--- src/rtl/pmt_pkg.sv ---
package pmt_pkg;
  typedef enum logic [1:0] {
    MODE_TIMER  = 2'd0,
    MODE_EVENT  = 2'd1,
    MODE_PERIOD = 2'd2,
    MODE_WIDTH  = 2'd3
  } opMode_e;

  localparam logic [1:0] ADDR_MODE    = 2'd0;
  localparam logic [1:0] ADDR_COUNT   = 2'd1;
  localparam logic [1:0] ADDR_START   = 2'd2;
  localparam logic [1:0] ADDR_CAPTURE = 2'd3;

  localparam int OVF_BIT = 7;
  localparam int POL_BIT = 2;

  typedef struct packed {
    logic loadCnt;     // software write of counter while stopped
    logic loadReload;  // software write of reload value
    logic capEdge;     // measurement capture and restart
    logic doReload;    // down-count reached zero: reload
    logic decr;        // down-count step
    logic upTick;      // measurement up-count step
  } strobes_t;
endpackage

--- src/rtl/pmt_ctrl.sv ---
module pmt_ctrl
  import pmt_pkg::*;
#(
  parameter int SYNC_STAGES = 2,
  parameter int CNT_W = 16
) (
  input  logic             clk,
  input  logic             rstN,
  input  logic             busWr,
  input  logic [1:0]       busAddr,
  input  logic [CNT_W-1:0] busWrData,
  input  logic             tick,
  input  logic             pulseIn,
  input  logic             cntZero,
  input  logic             cntMax,
  output strobes_t         str,
  output opMode_e          modeQ,
  output logic             polQ,
  output logic             ovfQ,
  output logic             startQ,
  output logic             firstPend,
  output logic             irq
);
  logic [SYNC_STAGES:0] syncQ;
  logic lvl, prevLvl, riseE, fallE, polEdge, effEdge, isMeas;
  logic trigDown, ovfEvt, modeWr, modeWrRun, startWr, irqNext, clrPend;

  // Synchronizer chain plus one history flop for edge detection
  always_ff @(posedge clk or negedge rstN) begin
    if (!rstN) syncQ <= '0;
    else       syncQ <= {syncQ[SYNC_STAGES-1:0], pulseIn};
  end

  assign lvl     = syncQ[SYNC_STAGES-1];
  assign prevLvl = syncQ[SYNC_STAGES];
  assign riseE   = lvl & ~prevLvl;
  assign fallE   = ~lvl & prevLvl;
  assign polEdge = polQ ? fallE : riseE;
  assign effEdge = (modeQ == MODE_WIDTH) ? (riseE | fallE) : polEdge;
  assign isMeas  = modeQ[1];

  assign trigDown = (modeQ == MODE_TIMER) ? tick : effEdge;

  always_comb begin
    str            = '0;
    str.loadReload = busWr && (busAddr == ADDR_COUNT);
    str.loadCnt    = str.loadReload && !startQ;
    str.capEdge    = startQ && isMeas && effEdge;
    str.upTick     = startQ && isMeas && tick && !effEdge;
    str.doReload   = startQ && !isMeas && trigDown && cntZero;
    str.decr       = startQ && !isMeas && trigDown && !cntZero;
  end

  assign ovfEvt    = startQ && isMeas && tick && cntMax;
  assign modeWr    = busWr && (busAddr == ADDR_MODE);
  assign modeWrRun = modeWr && startQ;
  assign startWr   = busWr && (busAddr == ADDR_START);

  // Mode, polarity and start registers
  always_ff @(posedge clk or negedge rstN) begin
    if (!rstN) begin
      modeQ  <= MODE_TIMER;
      polQ   <= 1'b0;
      startQ <= 1'b0;
    end else begin
      if (modeWr && !startQ) begin
        modeQ <= opMode_e'(busWrData[1:0]);
        polQ  <= busWrData[POL_BIT];
      end
      if (startWr) startQ <= busWrData[0];
    end
  end

  // First-edge suppression after a 0->1 start transition
  always_ff @(posedge clk or negedge rstN) begin
    if (!rstN) firstPend <= 1'b0;
    else if (startWr && busWrData[0] && !startQ) firstPend <= 1'b1;
    else if (str.capEdge) firstPend <= 1'b0;
  end

  // Sticky overflow flag with deferred clear
  always_ff @(posedge clk or negedge rstN) begin
    if (!rstN) begin
      ovfQ    <= 1'b0;
      clrPend <= 1'b0;
    end else begin
      if (ovfEvt) ovfQ <= 1'b1;
      else if (startQ && tick && clrPend) ovfQ <= 1'b0;

      if (modeWrRun) clrPend <= !busWrData[OVF_BIT];
      else if (startQ && tick) clrPend <= 1'b0;
    end
  end

  assign irqNext = str.doReload || (str.capEdge && !firstPend) || ovfEvt;

  always_ff @(posedge clk or negedge rstN) begin
    if (!rstN) irq <= 1'b0;
    else       irq <= irqNext;
  end
endmodule

--- src/rtl/pmt_datapath.sv ---
module pmt_datapath
  import pmt_pkg::*;
#(
  parameter int CNT_W = 16
) (
  input  logic             clk,
  input  logic             rstN,
  input  strobes_t         str,
  input  logic [CNT_W-1:0] wrData,
  output logic [CNT_W-1:0] cntQ,
  output logic [CNT_W-1:0] capQ,
  output logic             cntZero,
  output logic             cntMax
);
  logic [CNT_W-1:0] reloadQ;

  always_ff @(posedge clk or negedge rstN) begin
    if (!rstN) reloadQ <= '0;
    else if (str.loadReload) reloadQ <= wrData;
  end

  always_ff @(posedge clk or negedge rstN) begin
    if (!rstN) begin
      cntQ <= '0;
      capQ <= '0;
    end else begin
      if (str.loadCnt) begin
        cntQ <= wrData;
      end else if (str.capEdge) begin
        capQ <= cntQ;
        cntQ <= '0;
      end else if (str.doReload) begin
        cntQ <= reloadQ;
      end else if (str.decr) begin
        cntQ <= cntQ - 1'b1;
      end else if (str.upTick) begin
        cntQ <= cntQ + 1'b1;
      end
    end
  end

  assign cntZero = (cntQ == '0);
  assign cntMax  = &cntQ;
endmodule

--- src/rtl/pulse_meas_timer.sv ---
module pulse_meas_timer
  import pmt_pkg::*;
#(
  parameter int CNT_W = 16,
  parameter int SYNC_STAGES = 2
) (
  input  logic             clk,
  input  logic             rstN,
  input  logic             busWr,
  input  logic [1:0]       busAddr,
  input  logic [CNT_W-1:0] busWrData,
  output logic [CNT_W-1:0] busRdData,
  input  logic             tick,
  input  logic             pulseIn,
  output logic             irq
);
  strobes_t         str;
  opMode_e          modeQ;
  logic             polQ, ovfQ, startQ, firstPend, cntZero, cntMax;
  logic [CNT_W-1:0] cntQ, capQ;

  pmt_ctrl #(.SYNC_STAGES(SYNC_STAGES), .CNT_W(CNT_W)) ctrl_i (
    .clk(clk), .rstN(rstN), .busWr(busWr), .busAddr(busAddr),
    .busWrData(busWrData), .tick(tick), .pulseIn(pulseIn),
    .cntZero(cntZero), .cntMax(cntMax), .str(str), .modeQ(modeQ),
    .polQ(polQ), .ovfQ(ovfQ), .startQ(startQ), .firstPend(firstPend),
    .irq(irq)
  );

  pmt_datapath #(.CNT_W(CNT_W)) dp_i (
    .clk(clk), .rstN(rstN), .str(str), .wrData(busWrData),
    .cntQ(cntQ), .capQ(capQ), .cntZero(cntZero), .cntMax(cntMax)
  );

  always_comb begin
    busRdData = '0;
    case (busAddr)
      ADDR_MODE: begin
        busRdData[1:0]     = modeQ;
        busRdData[POL_BIT] = polQ;
        busRdData[OVF_BIT] = ovfQ;
      end
      ADDR_COUNT:   busRdData = str.doReload ? '1 : cntQ;
      ADDR_START:   busRdData[0] = startQ;
      default:      busRdData = capQ;
    endcase
  end
endmodule

--- config.mk ---
export PLATFORM = sky130hd
export DESIGN_NAME = pulse_meas_timer
export DESIGN_NICKNAME = d
export VERILOG_FILES = /design/src/rtl/pmt_pkg.sv /design/src/rtl/pmt_ctrl.sv /design/src/rtl/pmt_datapath.sv /design/src/rtl/pulse_meas_timer.sv
export SDC_FILE = /design/constraint.sdc
export NUM_CORES = 1
export LEC_CHECK = 0
export BUFFER_PORTS_ARGS = -buffer_cell sky130_fd_sc_hd__buf_2
export CELL_PAD_IN_SITES_DETAIL_PLACEMENT = 1
export CELL_PAD_IN_SITES_GLOBAL_PLACEMENT = 1
export CORE_MARGIN = 2
export CORE_UTILIZATION = 35
export CTS_CLUSTER_DIAMETER = 200
export DETAILED_ROUTE_END_ITERATION = 16
export PLACE_DENSITY = 0.63
export RECOVER_POWER = 50
export SLEW_MARGIN = 20
export SYNTH_ARGS = -nofsm -noshare
export SYNTH_HDL_FRONTEND = slang
export SYNTH_HIERARCHICAL = 1
export SYNTH_SLANG_ARGS = --single-unit
--- constraint.sdc ---
create_clock -name clk -period 3.9 [get_ports clk]
set_input_delay 0.78 -clock clk [delete_from_list [all_inputs] [get_ports clk]]
set_output_delay 0.78 -clock clk [all_outputs]
set_load 0.1 [all_outputs]
==> key figures, run 1 <==
Place
  • Inst Count DP: 541
  • HPWL after DPL: 7.927 mm
  • Number of I/O port buffers: 39
  • Gp weighted congestion: 0.9121

Final layout
  • Fillers: 1206
  • Layout cells sized above 1: 27.86%
  • Fin cells: 556
  • Layout Area Growth over Synthesis: 21.10%
  • Nets: 456
  • Antenna cells: 0

STA
  • Fin Setup TNS: 0 ns
  • RSZ-0062 raised after global routing: false
  • Final hold viol count: 0
  • Slew HR: -51.47%
  • Final period util: 96.11%
  • Slew Viols, Final: 80
  • Final Setup Violations: 0
  • Post-Route Skew: 0.009199 ns
  • Max Fclk: 0.2668 GHz
  • Pin slew with the least headroom to its limit: 2.272 ns
  • Final min period: 3.748 ns

Clock tree
  • Clock transition at the registers of the reported paths: 0.06 ns
  • Clock latency at the later pin of the worst-skew pair: 0.34 ns
  • CTS Hold Bufs: 0
  • Postcts setup bufs: 0
  • Clk root buf: clkbuf_8
  • CTS Sinks: 59
  • Longest Clk Path Bufs: 2
  • Post-cts sizing count: 0
  • CTS tree: built
  • TritonCTS Buffers: 9
  • H-Tree Level Count: 3

Power
  • Worst vdd ir: 0.0002411 V
  • Leakage: 0.001988 uW
  • PwrDens: 744.0 nW/um2

Synth
  • Ys flop type: dfrtp_1
  • Seq/Total Area, Yosys: 40.10%
  • Post-synthesis instance total: 362
  • Yosys cell types: 62
  • Number of synthesized flops with an enable pin: 0
  • Async SR Flop Fraction: 100.0%
  • Syn Nets: 402
  • Mapped Avg Cell Area: 10.17 um2
  • Syn Std Cell Area: 3682 um2
  • Synthesis-stage register bit count: 59
  • Yosys warnings: 6

Job
  • Max Cap Viol: 2

Worst hold path
  • HP Class: reg2reg

Worst setup path
  • Critical path launch point type: flop
  • Slowest CP cell: and3_1
  • Critical-path cell list: nor4_1 > and4_1 > and3_1 > o311a_1 > buf_2
  • Classification of the worst setup path: reg2out
  • CP peak stage delay: 0.70 ns
  • Crit Path Max Fanout: 20
  • Delay-heaviest family, CP: simple AND/OR/NAND/NOR gates
  • CP required: 3.12 ns
  • CP arrival: 2.97 ns
  • Buf+Inv Stages, Crit Path: 1
  • CP Capture Type: output port

Detailed routing
  • DR pass1 iterations: 4
  • Total Wirelength: 10.66 mm
  • Post-route ant nets: 0
  • Post-DR vias/cell: 5.691
  • Vias: 3164
  • Routed WL per cell: 19.17 um
  • Drc violations: 0
  • 1st-iter DRT viols: 195

Floorplan
  • Rows: 37
  • Die width: 106.6 um
  • Boundary Pins: 40
  • Core Box Area: 10280 um2
  • Die area: 11360 um2
  • Starting Density: 35.83%
  • Die H: 106.6 um

Global route
  • First-pass GRT wire length: 17.55 mm
  • Grt ovf: 0
  • Vias in the first global route: 3254
  • Total Routing Usage GR: 20.09%
  • Initial antenna violation count: 0
  • Pin count of the biggest net entering global routing: 42

Status
  • Outcome: finished with violations
  • Violated checks: max-capacitance violations, max-slew violations
[worst paths after layout]
check                                     start                to  slack [ns]  cells past startpoint
worst max-delay path               dp_i/cntQ[8]      busRdData[5]        0.15                      5
worst min register to register  ctrl_i/syncQ[0]   ctrl_i/syncQ[1]        0.35                      0
worst max register to register     dp_i/cntQ[8]     dp_i/cntQ[12]        0.23                     11
min in group asynchronous                  rstN     dp_i/capQ[14]        1.10                      1
max in group asynchronous                  rstN  dp_i/reloadQ[13]        0.96                      2
worst min-delay path            ctrl_i/syncQ[0]   ctrl_i/syncQ[1]        0.35                      0
[report_power, final]
part | internal [uW] | total, uW | switching, uW
Clock | 326 | 567 | 241
Sequential | 823 | 958 | 135
Combinational | 734 | 1790 | 1060
Total | 1880 | 3320 | 1430
[registers in the layout, indices dropped and copies added, names as in the netlist, 2 cells and up]
register,flops
dp_i/capQ,16
dp_i/cntQ,16
dp_i/reloadQ,16
ctrl_i/syncQ,3
ctrl_i/modeQ,2
[cells in the mapped netlist, types with 3 or more instances]
library cell / instances / area share (%)
nor4_1: 5 / 0.85
mux2_2: 37 / 11
or3_1: 4 / 0.68
nand3_1: 4 / 0.54
a221oi_1: 5 / 1.2
o21ai_0: 25 / 3.4
a222oi_1: 5 / 1.4
nor2_1: 28 / 2.9
nand4_1: 7 / 1.2
ha_1: 16 / 5.4
dfrtp_1: 59 / 40
clkbuf_1: 13 / 1.3
nand2b_1: 17 / 2.9
nor3_1: 3 / 0.41
inv_1: 7 / 0.71
nand2_1: 23 / 2.3
a21o_1: 7 / 1.4
buf_2: 4 / 0.54
a31oi_1: 7 / 1.2
a21oi_1: 10 / 1.4
a32o_1: 6 / 1.6
o311a_1: 12 / 3.3
nor2b_1: 4 / 0.68
xnor2_1: 9 / 2.1
[worst register-to-register path: stages (launching register included)]
cell      delay (ns)
dfrtp_1         0.38
nor4_1          0.52
and4_1          0.31
and3b_1         0.29
fa_1            0.51
a211oi_2        0.24
nor2_1          0.10
o31a_1          0.31
or4_1           0.49
o311ai_1        0.11
xor2_1          0.19
a31oi_1         0.09
[routing by layer]
| metal | GRT usage, % | share of wire, % | up-vias |
|---|---|---|---|
| met5 | 0 | 0 | - |
| met4 | 5.009 | 0.98 | 0 |
| li1 | - | - | 1484 |
| met3 | 3.769 | 4.6 | 9 |
| met2 | 30.39 | 45 | 66 |
| met1 | 29.60 | 49 | 1605 |
[area by class of cell]
cell class | instances | area, um2 | area share [%]
Clock buffer | 13 | 158.9 | 3.563
Clock inverter | 2 | 35.03 | 0.7856
Inverter | 7 | 26.28 | 0.5892
Multi-Input combinational cell | 276 | 2092 | 46.91
Sequential cell | 59 | 1476 | 33.11
Tap cell | 136 | 170.2 | 3.816
Timing Repair Buffer | 63 | 500.5 | 11.22
[cells by family after synthesis]
family / count (synthesis) / share of synthesized area [%]
adders and majority gates: 17 / 5.980
and+or+nand+nor: 111 / 16.14
muxes: 40 / 12.61
DFF: 59 / 40.10
buffers and inverters: 27 / 3.092
AOI/OAI and AO/OA: 97 / 19.47
xor gates and xnor gates: 11 / 2.617
[cells in the final DEF (no fill, tap or decap), types with 2 or more instances in the layout]
| cell | count |
|---|---|
| dfrtp_1 | 59 |
| mux2_2 | 37 |
| nor2_1 | 28 |
| buf_2 | 28 |
| o21ai_0 | 25 |
| nand2_1 | 23 |
| buf_4 | 22 |
| nand2b_1 | 17 |
| ha_1 | 16 |
| o311a_1 | 12 |
| clkbuf_8 | 11 |
| a21oi_1 | 10 |
| xnor2_1 | 9 |
| buf_12 | 9 |
| inv_1 | 7 |
| a21o_1 | 7 |
| nand4_1 | 7 |
| a31oi_1 | 7 |
| a32o_1 | 6 |
| clkbuf_1 | 6 |
| nor4_1 | 5 |
| a222oi_1 | 5 |
| a221oi_1 | 5 |
| or3_1 | 4 |
| nand3_1 | 4 |
| nor2b_1 | 4 |
| and3_1 | 2 |
| o21a_1 | 2 |
| and2_1 | 2 |
| nor3_1 | 2 |
| a211oi_1 | 2 |
| a2111oi_0 | 2 |
| xor2_1 | 2 |
[per-stage QoR]
step	worst slack, ns	hold slack, ns	area [um2]	power, uW	util [%]
6_report	0.1516	0.3500	4459	3318	43.39
5_1_grt	0.01914	0.3738	4459	3551	43.39
4_1_cts	0.1592	0.3510	4474	3343	43.54
3_5_place_dp	0.2432	0.3363	4280	2754	41.65
3_3_place_gp	0.2512	0.3335	4280	2710	41.65
2_1_floorplan	0.3927	0.3312	3682	2155	-
No activity file was read; power rests on OpenSTA's default activity.
==> run 2: changes to the inputs <==
CORE_UTILIZATION = 46   (was 35)
PLACE_DENSITY = 0.8   (was 0.63)
==> key figures, run 2 (synthesized netlist as in run 1, its figures left out) <==
Worst setup path
  • Crit Path Max Fanout: 17
  • CP peak stage delay: 0.51 ns
  • Critical-path cell list: inv_1 > ha_1 > mux2_4 > o21a_2 > and3_1 > or2_0 > mux4_2 > buf_12
  • CP required: 3.12 ns
  • Buf+Inv Stages, Crit Path: 2
  • Slowest CP cell: mux4_2
  • R2R setup slack: 0.29 ns
  • Delay-heaviest family, CP: multiplexers
  • CP Capture Type: output port
  • Classification of the worst setup path: reg2out
  • CP arrival: 2.90 ns
  • Critical path launch point type: flop

Floorplan
  • Core Box Area: 7727 um2
  • Die area: 8737 um2
  • Starting Density: 47.65%
  • Rows: 32
  • Boundary Pins: 40
  • Die H: 93.47 um
  • Die width: 93.47 um

Clock tree
  • Postcts setup bufs: 0
  • CTS Sinks: 59
  • Longest Clk Path Bufs: 2
  • Post-cts sizing count: 0
  • Clk root buf: clkbuf_8
  • H-Tree Level Count: 3
  • Clock latency at the later pin of the worst-skew pair: 0.34 ns
  • Clock transition at the registers of the reported paths: 0.07 ns
  • CTS Hold Bufs: 0
  • CTS tree: built
  • TritonCTS Buffers: 9

STA
  • Max Fclk: 0.2720 GHz
  • Final Setup Violations: 0
  • Final min period: 3.676 ns
  • Fin Setup TNS: 0 ns
  • Final worst slack: 0.2242 ns
  • Slew HR: -3.133%
  • Final hold viol count: 0
  • Final period util: 94.25%
  • Post-Route Skew: 0.006574 ns
  • RSZ-0062 raised after global routing: false
  • Slew Viols, Final: 38
  • Pin slew with the least headroom to its limit: 1.547 ns

Global route
  • Initial antenna violation count: 0
  • Total Routing Usage GR: 26.08%
  • Vias in the first global route: 3325
  • Pin count of the biggest net entering global routing: 38
  • Grt ovf: 0
  • First-pass GRT wire length: 17.28 mm

Detailed routing
  • Routed WL per cell: 20.94 um
  • Drc violations: 0
  • DR pass1 iterations: 5
  • Post-DR vias/cell: 6.234
  • 1st-iter DRT viols: 216
  • Total Wirelength: 10.91 mm
  • Post-route ant nets: 0
  • Vias: 3248

Final layout
  • Fillers: 874
  • Nets: 454
  • Layout Area Growth over Synthesis: 17.97%
  • Seq. cell area: 1476 um2
  • Commonest non-fill, non-tap cell in the layout: dfrtp_1
  • Multi-input logic area: 2098 um2
  • Layout cells sized above 1: 28.40%
  • Antenna cells: 0
  • Most frequent cells in the layout: 59 x dfrtp_1, 37 x mux2_2, 33 x buf_2
  • Largest registers: dp_i/capQ x16, dp_i/cntQ x16, dp_i/reloadQ x16

Job
  • Max Cap Viol: 1

Power
  • PwrDens: 763.5 nW/um2
  • Sequential share of power: 29.3%
  • Comb power frac: 53.1%
  • Switch share: 44.09%
  • Switching pwr: 1462 uW
  • Worst vdd ir: 0.0002913 V
  • Clock power share: 17.6%
  • Int Power: 1854 uW
  • Leakage: 0.001968 uW

Status
  • Outcome: finished with violations
  • Violated checks: max-capacitance violations, max-slew violations

Place
  • HPWL after DPL: 7.913 mm
  • Pre-CTS setup slack: 0.1923 ns
  • Gp weighted congestion: 0.8955
  • Number of I/O port buffers: 39

Worst hold path
  • HP Class: reg2reg
-- run 2: cell types whose count changed in the layout (fill, tap and decap cells not counted), sizes merged --
cell | before | now
buf | 59 | 57
clkinv | 1 | 3
clkbuf | 17 | 16
-- run 2: path summary, 6_finish.rpt --
| check | startpoint | endpoint | cells after the start |
|---|---|---|---|
| setup / recovery | ctrl_i/syncQ[1] | busRdData[0] | 8 |
| hold / removal | ctrl_i/syncQ[0] | ctrl_i/syncQ[1] | 0 |
| setup reg to reg | dp_i/cntQ[9] | dp_i/cntQ[12] | 11 |
| hold reg to reg | ctrl_i/syncQ[0] | ctrl_i/syncQ[1] | 0 |
| max in group asynchronous | rstN | dp_i/cntQ[4] | 2 |
| min in group asynchronous | rstN | dp_i/capQ[10] | 1 |
-- run 2: per-layer routing --
layer	GRT usage, %	part of all wire (%)	vias up
li1	-	-	1476
met2	40.95	47	107
met4	11.03	2.3	0
met1	35.14	44	1646
met3	5.157	5.7	19
met5	0	0	-
-- run 2: cell type report --
class / instances / share of cell area [%]
clock buffers: 12 / 3.571
clock inverters: 4 / 1.123
inverters: 7 / 0.6048
multi-input cells: 276 / 48.30
flip-flops and latches: 59 / 33.99
well taps: 102 / 2.938
repair buffers: 61 / 9.476
-- run 2: power by group through the flow --
stage | logic (uW) | clock network [uW] | registers [uW]
2_1_floorplan | 1180 | 0 | 978
3_3_place_gp | 1670 | 0 | 965
3_5_place_dp | 1730 | 0 | 977
4_1_cts | 1750 | 591 | 969
5_1_grt | 1890 | 617 | 997
6_report | 1760 | 583 | 972
-- run 2: through the flow --
step | utilization [%] | area, um2 | instances | hold slack (ns) | total power [uW]
3_3_place_gp | 53.68 | 4148 | 505 | 0.3340 | 2637
6_report | 56.22 | 4344 | 521 | 0.3500 | 3317
3_5_place_dp | 53.68 | 4148 | 505 | 0.3364 | 2708
4_1_cts | 56.31 | 4352 | 521 | 0.3526 | 3312
5_1_grt | 56.22 | 4344 | 521 | 0.3561 | 3505
2_1_floorplan | - | 3682 | 362 | 0.3312 | 2155
==> run 3: changes to the inputs <==
CORE_UTILIZATION = 48   (was 46)
CTS_BUF_LIST = sky130_fd_sc_hd__clkbuf_2 sky130_fd_sc_hd__clkbuf_4 sky130_fd_sc_hd__clkbuf_8   (was unset)
PLACE_DENSITY = 0.83   (was 0.8)
REMOVE_ABC_BUFFERS = 1   (was unset)
==> key figures, run 3 (synthesized netlist as in run 1, its figures left out) <==
Floorplan
  • Core Box Area: 7331 um2
  • Starting Density: 50.23%
  • Die width: 91.59 um
  • Die H: 91.59 um
  • Boundary Pins: 40
  • Die area: 8388 um2
  • Rows: 31

Power
  • Worst vdd ir: 0.0002393 V
  • Leakage: 0.001946 uW
  • PwrDens: 746.5 nW/um2
  • Pwr Total: 3209 uW

Final layout
  • Commonest non-fill, non-tap cell in the layout: dfrtp_1
  • Layout Area Growth over Synthesis: 16.72%
  • Largest registers: dp_i/capQ x16, dp_i/cntQ x16, dp_i/reloadQ x16
  • Layout cells sized above 1: 27.58%
  • Most frequent cells in the layout: 59 x dfrtp_1, 37 x mux2_2, 33 x buf_2
  • Fin area: 4298 um2
  • Antenna cells: 0
  • Nets: 453

Detailed routing
  • Routed WL per cell: 22.09 um
  • Vias: 3312
  • Total Wirelength: 11.40 mm
  • DR pass1 iterations: 5
  • Post-DR vias/cell: 6.419
  • 1st-iter DRT viols: 283
  • Post-route ant nets: 0
  • Drc violations: 0

Place
  • Placed Area: 4149 um2
  • Number of I/O port buffers: 39
  • HPWL after DPL: 7.801 mm
  • Gp weighted congestion: 1.039

Clock tree
  • Longest Clk Path Bufs: 2
  • Clock latency at the later pin of the worst-skew pair: 0.34 ns
  • CTS tree: built
  • Clk root buf: clkbuf_8
  • Clock transition at the registers of the reported paths: 0.06 ns
  • Post-cts sizing count: 0
  • CTS Sinks: 59
  • Postcts setup bufs: 0
  • H-Tree Level Count: 3
  • CTS Hold Bufs: 0
  • TritonCTS Buffers: 9

STA
  • Final hold viol count: 0
  • Final min period: 3.713 ns
  • Pin slew with the least headroom to its limit: 1.752 ns
  • Slew Viols, Final: 71
  • Post-Route Skew: 0.006052 ns
  • RSZ-0062 raised after global routing: false
  • Fin Setup TNS: 0 ns
  • Final period util: 95.19%
  • Slew HR: -16.78%
  • Max Fclk: 0.2694 GHz
  • Final Setup Violations: 0

Global route
  • Total Routing Usage GR: 29.05%
  • Grt met3 use: 4.896%
  • First-pass GRT wire length: 18.89 mm
  • Initial antenna violation count: 0
  • Most Crowded Layer GR: met2
  • Routing usage on met2: 46.20%
  • Pin count of the biggest net entering global routing: 38
  • Grt ovf: 0
  • Vias in the first global route: 3512
  • Met1 Usage GRT: 40.40%

Worst setup path
  • CP Capture Type: output port
  • CP required: 3.12 ns
  • Critical-path cell list: nor4_1 > and4_1 > and3_1 > buf_12 > o311a_1 > buf_2
  • Slowest CP cell: and3_1
  • Delay-heaviest family, CP: simple AND/OR/NAND/NOR gates
  • Buf+Inv Stages, Crit Path: 2
  • Critical path launch point type: flop
  • Crit Path Max Fanout: 26
  • R2R setup slack: 0.22 ns
  • CP arrival: 2.93 ns
  • Classification of the worst setup path: reg2out
  • CP peak stage delay: 0.51 ns

Status
  • Outcome: finished with violations
  • Violated checks: max-capacitance violations, max-slew violations

Job
  • Max Cap Viol: 2

Worst hold path
  • HP Class: reg2reg
==> run 3: cell types whose count changed in the layout (fill, tap and decap cells not counted) <==
cell       before  now
buf_12          4    5
buf_4          20   17
bufinv_16       1    0
clkbuf_1        4    5
clkbuf_2        1    0
clkbuf_4        0    2
clkbuf_8       11   10
clkinv_2        2    3
clkinv_4        1    0
nor4_1          4    5
nor4_2          1    0
==> run 3: where the power goes <==
part | switching [uW] | leakage, uW | internal [uW]
clock network | 243 | 0.0000928 | 255
registers | 187 | 0.000704 | 823
logic | 1030 | 0.00115 | 674
==> run 3: worst paths after layout <==
path | from | to | depth (start not counted)
max in group asynchronous | rstN | dp_i/reloadQ[11] | 2
min reg2reg | ctrl_i/syncQ[0] | ctrl_i/syncQ[1] | 0
min | ctrl_i/syncQ[0] | ctrl_i/syncQ[1] | 0
max reg2reg | dp_i/cntQ[6] | dp_i/cntQ[12] | 11
min in group asynchronous | rstN | dp_i/capQ[13] | 1
max | dp_i/cntQ[6] | busRdData[11] | 6
==> run 3: metal layers <==
metal,vias up,share of wire [%]
met5,-,0
met1,1688,44
met4,0,2.4
li1,1479,-
met3,28,5.6
met2,117,48
==> run 3: final cells by class <==
type / count / area (um2)
fill: 822 / 3033
inverter: 7 / 26.28
timing repair buffer: 60 / 411.6
multi-input combinational: 276 / 2092
tap: 99 / 123.9
sequential: 59 / 1476
clock buffer: 12 / 152.6
clock inverter: 3 / 15.01
==> run 3: metrics by stage <==
| stage | std cells | hold slack (ns) | worst slack (ns) | util, % |
|---|---|---|---|---|
| 2_1_floorplan | 342 | 0.3312 | 0.3847 | - |
| 3_3_place_gp | 501 | 0.3374 | 0.3253 | 56.60 |
| 3_5_place_dp | 501 | 0.3435 | 0.2096 | 56.60 |
| 4_1_cts | 516 | 0.3584 | 0.2377 | 58.88 |
| 5_1_grt | 516 | 0.3773 | 0.07108 | 58.63 |
| 6_report | 516 | 0.3564 | 0.1874 | 58.63 |
